### src/rtl/llrm_pkg.sv
// Shared types for the load-locked reservation monitor.
// Assumes: nothing beyond SystemVerilog 2017.
package llrm_pkg;

    // Next-cycle action applied to the reservation register.
    typedef enum logic [1:0] {
        EVT_HOLD  = 2'd0,
        EVT_LOAD  = 2'd1,
        EVT_CLEAR = 2'd2
    } resv_evt_e;

endpackage

### src/rtl/llrm_blk_match.sv
// Cache-block address comparator.
// Does: flags equality of two addresses, ignoring the low BLK_OFF offset bits.
// Assumes: BLK_OFF < ADDR_W; purely combinational.
module llrm_blk_match #(
    parameter int ADDR_W  = 32,
    parameter int BLK_OFF = 6
) (
    input  logic [ADDR_W-1:0] addr_a,
    input  logic [ADDR_W-1:0] addr_b,
    output logic              same_blk
);
    localparam logic [ADDR_W-1:0] BLK_MASK = {{(ADDR_W-BLK_OFF){1'b1}}, {BLK_OFF{1'b0}}};

    // Compare only the block-number bits.
    always_comb begin
        same_blk = (((addr_a ^ addr_b) & BLK_MASK) == '0);
    end
endmodule

### src/rtl/llrm_resv_reg.sv
// Reservation register: the stored block address and the lock bit.
// Does: loads on EVT_LOAD, drops the lock on EVT_CLEAR, holds otherwise.
// Assumes: the caller has already resolved priority into a single event.
module llrm_resv_reg
    import llrm_pkg::*;
#(
    parameter int ADDR_W  = 32,
    parameter int BLK_OFF = 6
) (
    input  logic              clk,
    input  logic              rst_n,
    input  resv_evt_e         evt,
    input  logic [ADDR_W-1:0] load_addr,
    output logic              lock_q,
    output logic [ADDR_W-1:0] addr_q
);
    localparam logic [ADDR_W-1:0] BLK_MASK = {{(ADDR_W-BLK_OFF){1'b1}}, {BLK_OFF{1'b0}}};

    // Lock bit update.
    always_ff @(posedge clk) begin
        if (!rst_n) begin
            lock_q <= 1'b0;
        end else begin
            case (evt)
                EVT_LOAD:  lock_q <= 1'b1;
                EVT_CLEAR: lock_q <= 1'b0;
                default:   lock_q <= lock_q;
            endcase
        end
    end

    // Stored block address; offset bits kept at zero.
    always_ff @(posedge clk) begin
        if (!rst_n) begin
            addr_q <= '0;
        end else if (evt == EVT_LOAD) begin
            addr_q <= load_addr & BLK_MASK;
        end
    end

    assert_load_sets_lock_R2: assert property (@(posedge clk) disable iff (!rst_n)
        (evt == EVT_LOAD) |=> lock_q);

    assert_addr_only_by_load_R2: assert property (@(posedge clk) disable iff (!rst_n)
        (evt != EVT_LOAD) |=> $stable(addr_q));

    assert_clear_drops_lock_R7: assert property (@(posedge clk) disable iff (!rst_n)
        (evt == EVT_CLEAR) |=> !lock_q);
endmodule

### src/rtl/llrm_resp.sv
// Response registers for the snoop and store-conditional ports.
// Does: registers the shared response and the store-conditional verdict.
// Assumes: decisions arrive already qualified by the lock bit.
module llrm_resp (
    input  logic clk,
    input  logic rst_n,
    input  logic shared_d,
    input  logic done_d,
    input  logic pass_d,
    output logic snp_shared,
    output logic sc_done,
    output logic sc_pass
);
    // One-cycle registered outputs.
    always_ff @(posedge clk) begin
        if (!rst_n) begin
            snp_shared <= 1'b0;
            sc_done    <= 1'b0;
            sc_pass    <= 1'b0;
        end else begin
            snp_shared <= shared_d;
            sc_done    <= done_d;
            sc_pass    <= pass_d;
        end
    end
endmodule

### src/rtl/llrm_monitor.sv
// Load-locked reservation monitor (top).
// Does: holds one reservation, snoops bus traffic, gives the shared response
//       and judges store-conditionals.
// Assumes: at most one bus transaction and one processor query per cycle.
//          Priority per cycle: load-locked > clearing (snoop write hit or SC).
module llrm_monitor
    import llrm_pkg::*;
#(
    parameter int ADDR_W  = 32,
    parameter int BLK_OFF = 6
) (
    input  logic              clk,
    input  logic              rst_n,
    input  logic              ll_valid,
    input  logic [ADDR_W-1:0] ll_addr,
    input  logic              sc_valid,
    input  logic [ADDR_W-1:0] sc_addr,
    output logic              sc_done,
    output logic              sc_pass,
    input  logic              snp_valid,
    input  logic              snp_write,
    input  logic [ADDR_W-1:0] snp_addr,
    output logic              snp_shared
);
    localparam int N_CMP = 2;   // port 0: snoop, port 1: store-conditional

    logic              lock_q;
    logic [ADDR_W-1:0] resv_addr;
    logic [N_CMP-1:0]  hit;
    logic [ADDR_W-1:0] cmp_addr [N_CMP];
    logic              wr_kill;
    logic              shared_d;
    logic              pass_d;
    resv_evt_e         evt;

    // Route each requester's address to its comparator.
    always_comb begin
        cmp_addr[0] = snp_addr;
        cmp_addr[1] = sc_addr;
    end

    for (genvar g = 0; g < N_CMP; g++) begin : g_cmp
        llrm_blk_match #(.ADDR_W(ADDR_W), .BLK_OFF(BLK_OFF)) u_match (
            .addr_a   (cmp_addr[g]),
            .addr_b   (resv_addr),
            .same_blk (hit[g])
        );
    end

    // Decide this cycle's reservation event and port responses.
    always_comb begin
        wr_kill  = snp_valid && snp_write && hit[0] && lock_q;
        shared_d = snp_valid && hit[0] && lock_q;
        pass_d   = sc_valid && hit[1] && lock_q && !wr_kill;
        if (ll_valid)
            evt = EVT_LOAD;
        else if (wr_kill || sc_valid)
            evt = EVT_CLEAR;
        else
            evt = EVT_HOLD;
    end

    llrm_resv_reg #(.ADDR_W(ADDR_W), .BLK_OFF(BLK_OFF)) u_resv (
        .clk       (clk),
        .rst_n     (rst_n),
        .evt       (evt),
        .load_addr (ll_addr),
        .lock_q    (lock_q),
        .addr_q    (resv_addr)
    );

    llrm_resp u_resp (
        .clk        (clk),
        .rst_n      (rst_n),
        .shared_d   (shared_d),
        .done_d     (sc_valid),
        .pass_d     (pass_d),
        .snp_shared (snp_shared),
        .sc_done    (sc_done),
        .sc_pass    (sc_pass)
    );

    assert_shared_needs_lock_R4: assert property (@(posedge clk) disable iff (!rst_n)
        (snp_valid && !lock_q) |=> !snp_shared);

    assert_no_shared_idle_R4: assert property (@(posedge clk) disable iff (!rst_n)
        !snp_valid |=> !snp_shared);

    assert_done_after_sc_R10: assert property (@(posedge clk) disable iff (!rst_n)
        sc_valid |=> sc_done);

    assert_no_done_idle_R10: assert property (@(posedge clk) disable iff (!rst_n)
        !sc_valid |=> !sc_done);

    assert_wr_hit_fails_sc_R8: assert property (@(posedge clk) disable iff (!rst_n)
        (sc_valid && snp_valid && snp_write && hit[0] && lock_q) |=> !sc_pass);

    assert_wr_hit_clears_R5: assert property (@(posedge clk) disable iff (!rst_n)
        (snp_valid && snp_write && hit[0] && lock_q && !ll_valid) |=> !lock_q);

    assert_load_wins_R9: assert property (@(posedge clk) disable iff (!rst_n)
        (ll_valid && (sc_valid || (snp_valid && snp_write))) |=> lock_q);
endmodule

### config.mk
export PLATFORM = sky130hd
export DESIGN_NAME = llrm_monitor
export DESIGN_NICKNAME = d
export VERILOG_FILES = /design/src/rtl/llrm_pkg.sv /design/src/rtl/llrm_blk_match.sv /design/src/rtl/llrm_resv_reg.sv /design/src/rtl/llrm_resp.sv /design/src/rtl/llrm_monitor.sv
export SDC_FILE = /design/constraint.sdc
export NUM_CORES = 1
export LEC_CHECK = 0
export BUFFER_PORTS_ARGS = -buffer_cell sky130_fd_sc_hd__buf_2
export CORE_MARGIN = 5
export CORE_UTILIZATION = 40
export CTS_BUF_LIST = sky130_fd_sc_hd__clkbuf_2
export CTS_CLUSTER_DIAMETER = 60
export CTS_CLUSTER_SIZE = 28
export DETAILED_ROUTE_END_ITERATION = 16
export PLACE_DENSITY_LB_ADDON = 0.3
export SYNTH_ARGS = -nofsm -noshare
export SYNTH_HDL_FRONTEND = slang
export SYNTH_SLANG_ARGS = --single-unit
### constraint.sdc
create_clock -name clk -period 1.4 [get_ports clk]
set_clock_uncertainty 0.15 [all_clocks]
set_input_delay 0.28 -clock clk [delete_from_list [all_inputs] [get_ports clk]]
set_output_delay 0.28 -clock clk [all_outputs]
set_load 0.02 [all_outputs]
==> results.toml <==
[outcome]
outcome = "complete, but fails checks"
violations = "negative setup slack"

[sta]
setup_violations = 3
slew_headroom_pct = 77.4
hold_viol = 0
min_period_ps = 1560
worstMarginPinSlew_ps = 336
rsz0062_at_grt = "yes"
fmax_mhz = 643
worst_slack_ps = -156
period_share_pct = 111
slew_violations = 0

[floorplan]
die_w_um = 74.8
core_sq_um = 4030
start_util_pct = 41.7
rows = 23
die_h_um = 74.8
fp.dieArea_sq_um = 5590
ioPinCount = 105

[clocking]
clock_path_buffers = 2
cts-root-buf = "clkbuf_2"
insertion_delay_ps = 360
cts.sinks = 30
clk_pin_slew_worst_paths_ps = 160
cts_made_buffers = 5
cts_tree = "built"
htree_levels = 2

[placed_design]
portBuffers = 86
gp_congestion = 0.756
place_inst = 316
dpl.hpwl_um = 3780
pre_cts_ws_ps = -258

[flow_run]
max-cap-violations = 0

[power]
ir_worst_vdd_v = 0.000437
internal_power_uw = 1350
p_per_area_nw_per_um2 = 732
switching_share_pct = 29.3
p_seq_share_pct = 49.8
p_leak_uw = 0.00121
p_sw_uw = 560
clockPowerShare_pct = 21.4
p_comb_share_pct = 28.8

[logic_synthesis]
synth-seq-area-share_pct = 35.8
synthTopCellsByCount = "xnor2_1, dfxtp_1, mux2i_1, nor2b_1, nand4_1"
ys_warn_count = 0
synth_cell_types = 20
synthFlopType = "dfxtp_1"
synthArstFlopShare_pct = 0
synth_top_cell_area_share_pct = 35.8
synth_edf_count = 0
synth_seq_cells = 30
syn-instance-count = 167
syn-mean-instance-area_sq_um = 10.1
synth_area_sq_um = 1680
synth_nets = 269
synthTopCellsByArea = "dfxtp_1, xnor2_1, mux2i_1"
yosysTopAreaCell = "dfxtp_1"
synth.most_common_cell = "xnor2_1"

[grt]
grt_pass1_wl_um = 7360
antenna_found_initial = 0
grt_max_degree = 28
track_usage_pct = 17.7
gr-total-overflow = 0
grt_pass1_vias = 1658

[worst_setup_path]
critPathCaptureType = "flop"
path_class = "flop to flop"
critPathTopFamily = "simple AND/OR/NAND/NOR gates"
crit_path_cell_trace = "xnor2_2, nand4_1, nor4_2, a41oi_1, o21a_1"
crit_buf_inv = 0
slowest_delay_ps = 370
start_kind = "flop"
critical_path.max_fanout = 2
cp_slowest_cell = "dfxtp_2"
crit_required_ps = 1530
cp_data_arrival_time_ps = 1690

[final_layout]
area_growth_pct = 55.4
fin_nets = 386
diodes = 0
final_cell_count_no_fill = 335
drive_above_1_share_pct = 50.9

[worst_hold_path]
hold_class = "input pin to flop"

[detailed_routing]
ant_nets = 0
vias = 1566
viasPerCell = 4.67
dr.first_iter.drc_count = 26
firstDrtPassIters = 4
wire_per_inst_um = 14.4
routed_wirelength_um = 4810
drc = 0
-- worst min-delay path, stage by stage --
cell	delay (ps)
buf_2	70
mux2i_1	60
nor2b_1	100
-- per-stage QoR --
stage	util (%)	TNS, ps	cell area [sq um]	hold slack [ps]	total power [uW]
final	64.8	-355	2610	15.1	1910
after global routing	64.8	-643	2610	4.99	2020
after CTS	63.5	-433	2560	0.465	1920
after detailed placement	57.3	-600	2310	333	1440
after global placement	57.3	-536	2310	325	1430
after floorplan	-	-44.8	1690	252	1210
-- power by group through the flow --
stage / Sequential, uW / Clock, uW / Combinational [uW]
2_1_floorplan: 966 / 0 / 245
3_3_place_gp: 962 / 0 / 470
3_5_place_dp: 964 / 0 / 476
4_1_cts: 949 / 430 / 537
5_1_grt: 958 / 461 / 596
6_report: 951 / 409 / 549
-- cells by family (layout without fill, tap and decap cells) --
logic type | count (synthesis) | in the layout | share of synthesized area, %
AND/OR/NAND/NOR | 50 | 50 | 18.7
multiplexers | 26 | 26 | 15.5
buffers and inverters | 6 | 124 | 1.56
XOR/XNOR | 52 | 52 | 27.1
AO/OA/AOI/OAI | 3 | 3 | 1.34
flip-flops | 30 | 30 | 35.8
-- sequential cells by signal, indices dropped and copies added, names as in the netlist --
name,flops
u_resp.snp_shared,1
u_resp.sc_pass,1
u_resv.addr_q,26
u_resp.sc_done,1
u_resv.lock_q,1
-- routing by layer --
metal	wire, um	share of wire [%]	vias to the layer above	track usage (%)
met5	0	0	-	0
met4	42	0.87	0	3.56
met3	364	7.6	7	5.47
met2	2490	52	48	32.4
met1	1920	40	708	20.2
li1	-	-	803	-
-- path summary, 6_finish.rpt --
check | slack (ps) | endpoint | cells after the start | from
worst max-delay path | -160 | u_resv.lock_q | 5 | u_resv.addr_q[11]
worst max register to register | -160 | u_resv.lock_q | 5 | u_resv.addr_q[11]
worst min register to register | 370 | u_resp.sc_pass | 1 | u_resv.lock_q
worst min-delay path | 20 | u_resv.addr_q[20] | 3 | ll_addr[20]
-- what timing repair did --
item	CTS	global route
setup buffers	0	0
hold endpoints to repair	11	0
endpoints found under the setup margin	3	3
hold buffers	11	0
pin swaps	17	11
gates cloned	0	0
gates resized for setup	20	8
-- layout by cell type (no fill, tap or decap), drive strengths merged --
cell / netlist / routed
xor2: 8 / 8
o21a: 1 / 1
nand2b: 1 / 1
clkbuf: 3 / 5
dfxtp: 30 / 30
nor2: 1 / 1
nand3: 1 / 1
nor2b: 26 / 26
buf: 3 / 105
dlygate4sd3: 0 / 11
and3: 3 / 3
a31oi: 1 / 1
a41oi: 1 / 1
nand4: 12 / 12
nor3: 2 / 2
mux2i: 26 / 26
and2: 1 / 1
nor4: 3 / 3
xnor2: 44 / 44
clkinv: 0 / 3
-- cell type report --
| type | instances | area, sq um |
|---|---|---|
| flip-flops and latches | 30 | 618 |
| clock inverters | 3 | 11.3 |
| multi-input cells | 131 | 1190 |
| well taps | 50 | 62.6 |
| repair buffers | 116 | 699 |
| fillers | 362 | 1420 |
| clock buffers | 5 | 25.0 |
Note: power is estimated with default switching activity, not from simulation.
